==> config.mk <==
export PLATFORM = sky130hd
export DESIGN_NAME = area_bus_ctrl
export DESIGN_NICKNAME = d
export VERILOG_FILES = /design/src/rtl/area_bus_ctrl.sv
export SDC_FILE = /design/constraint.sdc
export NUM_CORES = 1
export LEC_CHECK = 0
export ABC_CLOCK_PERIOD_IN_PS = 4500
export BUFFER_PORTS_ARGS = -buffer_cell sky130_fd_sc_hd__buf_4
export CAP_MARGIN = 20
export CORE_ASPECT_RATIO = 2
export CORE_MARGIN = 2
export CORE_UTILIZATION = 51
export CTS_BUF_LIST = sky130_fd_sc_hd__clkbuf_8
export CTS_CLUSTER_DIAMETER = 150
export DETAILED_ROUTE_END_ITERATION = 16
export PLACE_DENSITY_LB_ADDON = 0.3
export SETUP_SLACK_MARGIN = 0.2
export SLEW_MARGIN = 20
export SYNTH_ARGS = -nofsm -noshare
export SYNTH_HDL_FRONTEND = slang
export SYNTH_SLANG_ARGS = --single-unit
export TNS_END_PERCENT = 5
==> constraint.sdc <==
create_clock -name clk -period 4.5 [get_ports clk]
set_clock_uncertainty 0.1 [all_clocks]
set_input_delay 0.9 -clock clk [delete_from_list [all_inputs] [get_ports clk]]
set_output_delay 0.9 -clock clk [all_outputs]
set_load 0.02 [all_outputs]
==> src/rtl/area_bus_ctrl.sv <==
module area_bus_ctrl #(
  parameter int ADDR_W       = 24,
  parameter int NARROW_MAP_W = 20,
  parameter int WAIT_W       = 2
) (
  input  logic                     clk,
  input  logic                     rst_n,
  input  logic                     wide_map,
  input  logic [7:0]               area_bus16,
  input  logic [7:0]               area_slow,
  input  logic [8*WAIT_W-1:0]      area_waits,
  input  logic [7:0]               area_pin_wait,
  input  logic                     req_valid,
  input  logic [ADDR_W-1:1]        req_waddr,
  input  logic                     req_write,
  input  logic [1:0]               req_be,
  input  logic [15:0]              req_wdata,
  output logic                     req_ack,
  output logic [15:0]              req_rdata,
  output logic [ADDR_W-1:0]        ext_addr,
  output logic [15:0]              ext_dout,
  output logic                     ext_dout_en,
  input  logic [15:0]              ext_din,
  output logic                     ext_rd_n,
  output logic                     ext_wrh_n,
  output logic                     ext_wrl_n,
  input  logic                     ext_wait_n,
  output logic [7:0]               ext_cs_n
);
  localparam int AREA_BITS = 3;
  localparam logic [ADDR_W-1:0] NARROW_MASK =
    {{(ADDR_W-NARROW_MAP_W){1'b0}}, {NARROW_MAP_W{1'b1}}};

  typedef enum logic [2:0] {S_IDLE, S_T1, S_T2, S_TW, S_T3, S_DONE} st_t;

  st_t                    state;
  logic [AREA_BITS-1:0]   area_q;
  logic [ADDR_W-1:1]      addr_q;
  logic                   wr_q;
  logic [1:0]             be_q;
  logic [15:0]            wdata_q;
  logic                   second_q;
  logic [WAIT_W-1:0]      wait_left;
  logic [15:0]            rdata_q;

  logic [AREA_BITS-1:0] area_sel;
  assign area_sel = wide_map ? req_waddr[ADDR_W-1 -: AREA_BITS]
                             : req_waddr[NARROW_MAP_W-1 -: AREA_BITS];

  logic bus16, slow, split, lo_byte, active, strobe, last, wait_more;
  assign bus16     = area_bus16[area_q];
  assign slow      = area_slow[area_q];
  assign split     = !bus16 && (be_q == 2'b11);
  assign lo_byte   = split ? second_q : (be_q == 2'b01);
  assign active    = (state == S_T1) || (state == S_T2) || (state == S_TW) || (state == S_T3);
  assign strobe    = (state == S_T2) || (state == S_TW) || (state == S_T3);
  assign last      = (state == S_T3) || ((state == S_T2) && !slow);
  assign wait_more = (wait_left != '0) || (area_pin_wait[area_q] && !ext_wait_n);

  logic [ADDR_W-1:0] full_a;
  assign full_a   = {addr_q, bus16 ? (be_q == 2'b01) : lo_byte};
  assign ext_addr = wide_map ? full_a : (full_a & NARROW_MASK);

  assign ext_cs_n    = active ? ~(8'b1 << area_q) : 8'hFF;
  assign ext_rd_n    = !(strobe && !wr_q);
  assign ext_wrh_n   = !(strobe && wr_q && (bus16 ? be_q[1] : 1'b1));
  assign ext_wrl_n   = !(strobe && wr_q && bus16 && be_q[0]);
  assign ext_dout_en = active && wr_q;
  assign ext_dout    = bus16 ? wdata_q
                             : {(lo_byte ? wdata_q[7:0] : wdata_q[15:8]), 8'h00};
  assign req_ack     = (state == S_DONE);
  assign req_rdata   = rdata_q;

  always_ff @(posedge clk or negedge rst_n) begin
    if (!rst_n) begin
      state     <= S_IDLE;
      area_q    <= '0;
      addr_q    <= '0;
      wr_q      <= 1'b0;
      be_q      <= 2'b00;
      wdata_q   <= '0;
      second_q  <= 1'b0;
      wait_left <= '0;
      rdata_q   <= '0;
    end else if (last) begin
      if (!wr_q) begin
        if (bus16)                 rdata_q       <= ext_din;
        else if (split && !second_q) rdata_q     <= {ext_din[15:8], 8'h00};
        else if (split)            rdata_q[7:0]  <= ext_din[15:8];
        else if (be_q == 2'b01)    rdata_q       <= {8'h00, ext_din[15:8]};
        else                       rdata_q       <= {ext_din[15:8], 8'h00};
      end
      if (split && !second_q) begin
        second_q <= 1'b1;
        state    <= S_T1;
      end else begin
        state <= S_DONE;
      end
    end else begin
      case (state)
        S_IDLE: if (req_valid) begin
          area_q   <= area_sel;
          addr_q   <= req_waddr;
          wr_q     <= req_write;
          be_q     <= req_be;
          wdata_q  <= req_wdata;
          second_q <= 1'b0;
          state    <= S_T1;
        end
        S_T1: begin
          wait_left <= area_waits[area_q*WAIT_W +: WAIT_W];
          state     <= S_T2;
        end
        S_T2, S_TW: begin
          if (wait_more) begin
            if (wait_left != '0) wait_left <= wait_left - 1'b1;
            state <= S_TW;
          end else begin
            state <= S_T3;
          end
        end
        S_DONE:  state <= S_IDLE;
        default: state <= S_IDLE;
      endcase
    end
  end
endmodule

Yosys cells after proc, flatten, opt, wreduce, memory -nomap -nowiden. Cells that the tools add are included.

Reduce and logical (&&, ||, !) cells: 36. Bitwise operators: 3. Multiplexer cells: 31. Shift operators: 2. Equal/unequal tests: 12. Add/sub/neg operators: 1. $lt $le $gt $ge: 1.

Operators by type and width (number): 16-bit 2-to-1 mux (4); 8-bit 2-to-1 mux (4); 24-bit 2-to-1 mux (1); 16-bit by 5-bit variable part select with 2-bit output (1); 3-bit 2-to-1 mux (5); 1-bit logical AND (10); 1-bit 2-to-1 mux (10); 1-bit binary-select mux with 3-bit select (3); 3-bit one-hot mux with 3 select lines (1); 3-bit AND reduction (3); 1-bit zero test (8); 8-bit NOT (1); 2-bit nonzero test (4); 1-bit by 3-bit << shifter with 8-bit output (first input constant) (1); 1-bit logical OR (7); 3-bit by 2-bit equality test with 1-bit output (second input constant) (2); 3-bit equality test (second input constant) (2); 3-bit by 4-bit less-than comparator with 1-bit output (second input constant) (1); 2-bit 2-to-1 mux (2); 2-bit inequality test (second input constant) (2); 2-bit one-hot mux with 2 select lines (1); 4-bit AND reduction (1); 3-bit by 1-bit equality test with 1-bit output (second input constant) (1); 3-bit zero test (1); 9 further kinds (10).

Register bits after elaboration: 67. Output and inout bits: 69. Word-level logic and storage cells: 96. Input bits: 103.

Longest topological paths before layout. Gate-level depths: netlist of run 1.

Depth after elaboration: 7. Depth in mapped cells: 7. Mapped depth without buffers: 6.

Worst setup path after synthesis of run 1. No wires, ideal clock.

Path type: input port to output port. Start point: input area_bus16[7]. End point: output ext_dout[13]. Cell stages on the path: 5. Arrival time: 2.431 ns. Buffers on the path: 1. Slack: 1.069 ns. Cell sequence: mux2i_1 -> nand3_1 -> a41oi_1 -> clkbuf_1 -> mux2_1.

Cells in the longest elaborated chain, start to end: 7.

RTL lines: start, declared (RTL line 9) `input logic [7:0] area_bus16,`; 1-bit binary-select mux with 3-bit select * (RTL line 51) `assign bus16 = area_bus16[area_q];`; 1-bit 2-to-1 mux (implied by the code) * (RTL line 51); 1-bit zero test (RTL line 53) `assign split = !bus16 && (be_q == 2'b11);`; 1-bit logical AND (RTL line 53); 1-bit 2-to-1 mux (RTL line 54) `assign lo_byte = split ? second_q : (be_q == 2'b01);`; 8-bit 2-to-1 mux (RTL line 70) `: {(lo_byte ? wdata_q[7:0] : wdata_q[15:8]), 8'h00};`; 16-bit 2-to-1 mux * (RTL line 69) `assign ext_dout = bus16 ? wdata_q`; end, declared (RTL line 21) `output logic [15:0] ext_dout,`.

Every way passes the cells marked *; elsewhere a longest branch is shown, timed or not. The select of a mux whose other input is x is not followed.

Final worst setup path of run 1.
Start point: register area_q[1]. End point: output ext_dout[12].

Cells in the longest elaborated chain, start to end: 7.

RTL lines: start, declared (RTL line 37) `logic [AREA_BITS-1:0] area_q;`; start signal, assigned (RTL line 102) `area_q <= area_sel;`; 1-bit binary-select mux with 3-bit select * (RTL line 51); 1-bit 2-to-1 mux (implied by the code) * (RTL line 51); 1-bit zero test (RTL line 53); 1-bit logical AND (RTL line 53); 1-bit 2-to-1 mux (RTL line 54); 8-bit 2-to-1 mux (RTL line 70); 16-bit 2-to-1 mux * (RTL line 69).

Marked as above.

==> results.toml, run 1 <==
[outcome]
status = "finished, final reports clean"

[routing]
drt_iter0_drc = 87
drt-wirelength-per-cell_um = 17.3
wirelength_um = 9410
drc_errors = 0
dr_total_vias = 2941
drtAntennaViolNets = 0
first_pass_iters = 4
detail_route.vias_per_cell = 5.41

[final_layout]
syn_to_final_growth_pct = 39.5
drive_gt1_share_pct = 54.8
final_cells = 544
num_antenna_cells = 0
multiInputGateArea_um2 = 1590
fin_nets = 556
fill_cells = 500
seq_area_um2 = 1680

[power_and_ir_drop]
finalPower_mw = 3.77
p_leak_nw = 2.33
power_density_nw_per_um2 = 771
vdd_drop_max_mv = 0.470

[worst_hold_path]
hold_class = "register to register"
whs_path_depth = 2

[global_route]
top_usage_layer = "met2"
grtUsageMet1_pct = 23.9
met3_usage_pct = 7.24
grt_pass1_vias = 3038
grtUsageMet2_pct = 49.4
grt_pass1_wl_um = 14700
track_usage_pct = 25.6
grt_max_degree = 68
overflow = 0
antenna_found_initial = 0

[synthesis]
synth-edff-count = 0
synth-seq-cells = 67
synthCells = 305
syn_nets = 409
yosysTopAreaCell = "dfrtp_1"
ys_seq_area_share_pct = 47.9
synthMostInstantiatedCell = "dfrtp_1"
syn_area_um2 = 3500
synth-main-ff-cell = "dfrtp_1"
synth_top_area_share_pct = 47.9
synth_cell_type_count = 38
synth_area_leaders = "dfrtp_1 (48%), mux2_2 (17%), buf_4 (4.5%), mux4_2 (3.2%), mux2i_1 (3.1%)"
async_flop_share_pct = 100
ys_warn_count = 0
yosys-top-cells-count = "dfrtp_1 (67), mux2_2 (52), buf_4 (21), nand2_1 (17), nor2_1 (17)"
syn_area_per_cell_um2 = 11.5

[timing]
worstMarginPinSlew_ns = 0.843
setup_ws_ns = 0.896
min_period_over_period_pct = 80.1
setup_violations = 0
period_needed_ns = 3.60
final_hold_viol_count = 0
slew_violations = 0
whs_ns = 0.395
rsz0062_at_grt = "no"
fmax_mhz = 277
slew_headroom_pct = 43.8
finalSetupTns_ns = 0

[worst_setup_path]
r2r_slack_ns = 1.60
critPathCaptureType = "output pin"
crit_end = "ext_dout[12]"
cp-startpoint = "area_q[1]"
worstPathArrival_ns = 2.60
required_ns = 3.50
cp_max_fo = 16
crit_path_start_kind = "register"
reg2regPathDepth = 6
r2r-start = "area_q[1]"
reg2reg_to = "req_rdata[15]"
path_class = "register to output pin"

[placed_design]
gp_congestion = 0.861
placed_cells = 529
pre_cts_slack_ns = 1.09
io_buffer_count = 171
hpwl_um = 7330

[clocking]
cts.sinks = 67
cts_max_level = 3
clkLatencyLatePin_ns = 0.34
cts_resized = 0
postCtsHoldBufs = 0
numCtsBuffers = 9
root_buffer = "clkbuf_8"
clk_pin_slew_ns = 0.07
cts.path.max_buffers = 2
cts_tree = "yes"
post_cts_buffers = 0

[die]
core-area_um2 = 6620
die_h_um = 121
io_pins = 172
die_area_um2 = 7580
die_w_um = 62.6
start_util_pct = 52.9
rows = 42

[job]
maxCapViolCount = 0
[per-stage QoR]
step | instance area [um^2] | util [%]
2_1_floorplan | 3500 | -
3_3_place_gp | 4710 | 71.1
3_5_place_dp | 4710 | 71.1
4_1_cts | 4880 | 73.8
5_1_grt | 4880 | 73.8
6_report | 4880 | 73.8
[report_power, final]
| part | internal, mW | total [mW] | switching [mW] |
|---|---|---|---|
| sequential | 0.911 | 1.18 | 0.272 |
| clock | 0.238 | 0.448 | 0.210 |
| combinational | 1.04 | 2.14 | 1.10 |
[cells in the final DEF, fill, tap and decap left out, types with 11 or more instances in the layout]
master and count:
dfrtp_1 67, a21oi_1 15, mux2_2 52, nor2_1 17, nand2_1 17, clkbuf_8 12, buf_4 175, mux2i_1 11
and2_1 14
[cells by family (layout without fill, tap and decap cells)]
family	count (synthesis)	count (layout)	share of synthesized area, %
buffers and inverters	44	195	7.18
adder cells (fa/ha/maj)	1	1	0.357
XOR/XNOR	1	1	0.250
AO/OA/AOI/OAI	51	51	10.2
flip-flops	67	67	47.9
multiplexers	71	71	24.1
AND/OR/NAND/NOR	70	70	10.0
[worst max-delay path: stages, from the launching register on]
cell and delay, ns:
dfrtp_1 0.74, mux2i_1 0.26, nand3_1 0.12, a41oi_2 0.57, mux2_2 0.41, buf_4 0.16
[sequential cells by signal, indices dropped and copies added (netlist names)]
signal,cells
addr_q,23
area_q,3
be_q,2
req_rdata,16
second_q,1
state,3
wait_left,2
wdata_q,16
wr_q,1
[routing by layer]
layer / up-vias / share of wire [%]
met2: 155 / 57
met3: 27 / 7.0
met5: - / 0
met4: 0 / 3.7
met1: 1399 / 32
li1: 1360 / -
[how the worst min path moves through the flow]
stage,from,endpoint
after floorplan,wait_left[0],wait_left[0]
after global placement,wait_left[0],wait_left[0]
after detailed placement,wait_left[0],wait_left[0]
after CTS,wait_left[0],wait_left[0]
after global routing,addr_q[19],addr_q[19]
final,wait_left[0],wait_left[0]
[cell type report]
cell class,count,area share [%]
inverter,5,0.384
timing repair buffer,175,26.9
sequential,67,34.3
tap,88,2.25
clock inverter,3,0.282
clock buffer,12,3.38
multi-input combinational,194,32.5
(Power assumes the default switching activity.)
==> run 2, diff against run 1 <==
Settings changed: ABC_CLOCK_PERIOD_IN_PS 4500 to 3000, CORE_UTILIZATION 51 to 43.
Clock period 4.5 ns to 3 ns, I/O delays scaled along.
==> results.toml, run 2 (synthesis results as in run 1) <==
[worst_setup_path]
path_class = "register to output pin"
cp_max_fo = 9
critPathCaptureType = "output pin"
reg2regPathDepth = 6
worstPathArrival_ns = 2.03
r2r_slack_ns = 0.32
crit_path_start_kind = "register"
required_ns = 2.30

[final_layout]
largest_reg_flops = 23
fin_nets = 563
finish.utilization_pct = 61.8
num_antenna_cells = 0
final_common_cell = "buf_4"
drive_gt1_share_pct = 55.7
top_register = "addr_q"
fill_cells = 698
final_cell_mix = "buf_4 (181), dfrtp_1 (64), mux2_2 (52)"
syn_to_final_growth_pct = 40.3

[routing]
drc_errors = 0
drt-wirelength-per-cell_um = 17.3
drt_iter0_drc = 85
drtAntennaViolNets = 0
detail_route.vias_per_cell = 5.29
dr_total_vias = 2942
wirelength_um = 9640
first_pass_iters = 4

[outcome]
status = "finished, final reports clean"

[global_route]
grt_max_degree = 68
grt_pass1_wl_um = 14800
grtUsageMet2_pct = 41.9
top_usage_layer = "met2"
met3_usage_pct = 6.42
overflow = 0
track_usage_pct = 22.5
grt_pass1_vias = 3146
grtUsageMet1_pct = 19.7
antenna_found_initial = 0

[placed_design]
pre_cts_slack_ns = 0.219
gp_congestion = 0.841
hpwl_um = 7540
io_buffer_count = 171

[timing]
setup_ws_ns = 0.275
slew_headroom_pct = 44.7
fmax_mhz = 367
slew_violations = 0
min_period_over_period_pct = 90.8
finalSetupTns_ns = 0
rsz0062_at_grt = "yes"
period_needed_ns = 2.73
final_hold_viol_count = 0
setup_violations = 0
worstMarginPinSlew_ns = 0.830

[clocking]
cts.sinks = 67
numCtsBuffers = 9
clkLatencyLatePin_ns = 0.33
clk_pin_slew_ns = 0.06
cts.path.max_buffers = 2
cts_tree = "yes"
root_buffer = "clkbuf_8"
cts_max_level = 3
postCtsHoldBufs = 0

[die]
io_pins = 172
rows = 46
die_w_um = 67.8
die_area_um2 = 8920
die_h_um = 132
start_util_pct = 44.1
core-area_um2 = 7940

[power_and_ir_drop]
p_leak_nw = 2.34
vdd_drop_max_mv = 0.675
power_density_nw_per_um2 = 1150

[worst_hold_path]
hold_class = "primary input to async pin"

[job]
maxCapViolCount = 0
==> run 2: cell types whose count changed in the layout (fill, tap and decap cells not counted) <==
cell / change
buf_4: +6
clkbuf_8: -3
dfrtp_1: -3
buf_6: +1
dfrtp_2: +3
inv_1: +1
clkinv_2: -1
==> run 2: what timing repair did <==
action,CTS,global route
resized for setup,4,0
cloned,0,0
setup buffers,4,0
pin swaps,0,0
setup endpoints to repair,19,18
==> run 2: report_power, final <==
part	total, mW	internal, mW	switching (mW)
combinational	3.35	1.62	1.72
sequential	1.73	1.37	0.356
clock	0.566	0.273	0.292
total	5.64	3.27	2.37
==> run 2: stage by stage <==
step           instance area (um^2)  power (mW)  hold slack [ns]  cells
2_1_floorplan                  3510        3.95            0.204    305
3_3_place_gp                   4740        4.98            0.374    540
3_5_place_dp                   4740        5.08            0.377    540
4_1_cts                        4910        5.72            0.285    556
5_1_grt                        4910        6.02            0.321    556
6_report                       4910        5.64            0.254    556
==> run 2: layout make-up <==
type	count	area [um^2]	share of cell area, %
Clock buffer	9	124	2.52
Clock inverter	3	12.5	0.255
Inverter	5	18.8	0.382
Multi-Input combinational cell	194	1590	32.3
Sequential cell	67	1680	34.2
Tap cell	96	120	2.45
Timing Repair Buffer	182	1370	27.9
==> run 2: worst paths after layout <==
| check | startpoint | endpoint |
|---|---|---|
| setup / recovery | area_q[0] | ext_dout[11] |
| hold / removal | rst_n | addr_q[13] |
| setup reg to reg | area_q[1] | req_rdata[14] |
| hold reg to reg | wait_left[1] | wait_left[1] |
| max in group asynchronous | rst_n | area_q[1] |
| min in group clk | wait_left[1] | wait_left[1] |
==> run 2: layer usage <==
layer / vias up / share of wire, % / routed length [um]
met4: 0 / 4.2 / 409
met3: 28 / 7.7 / 739
met2: 136 / 58 / 5620
li1: 1365 / - / -
met5: - / 0 / 0
met1: 1413 / 30 / 2870
==> run 2: worst max-delay path: stages (launching register included) <==
cell and delay [ns]:
dfrtp_2 0.42, buf_4 0.17, nor2b_1 0.17, nand2_1 0.10, a41oi_2 0.15, buf_6 0.18
mux2_2 0.35, buf_4 0.16
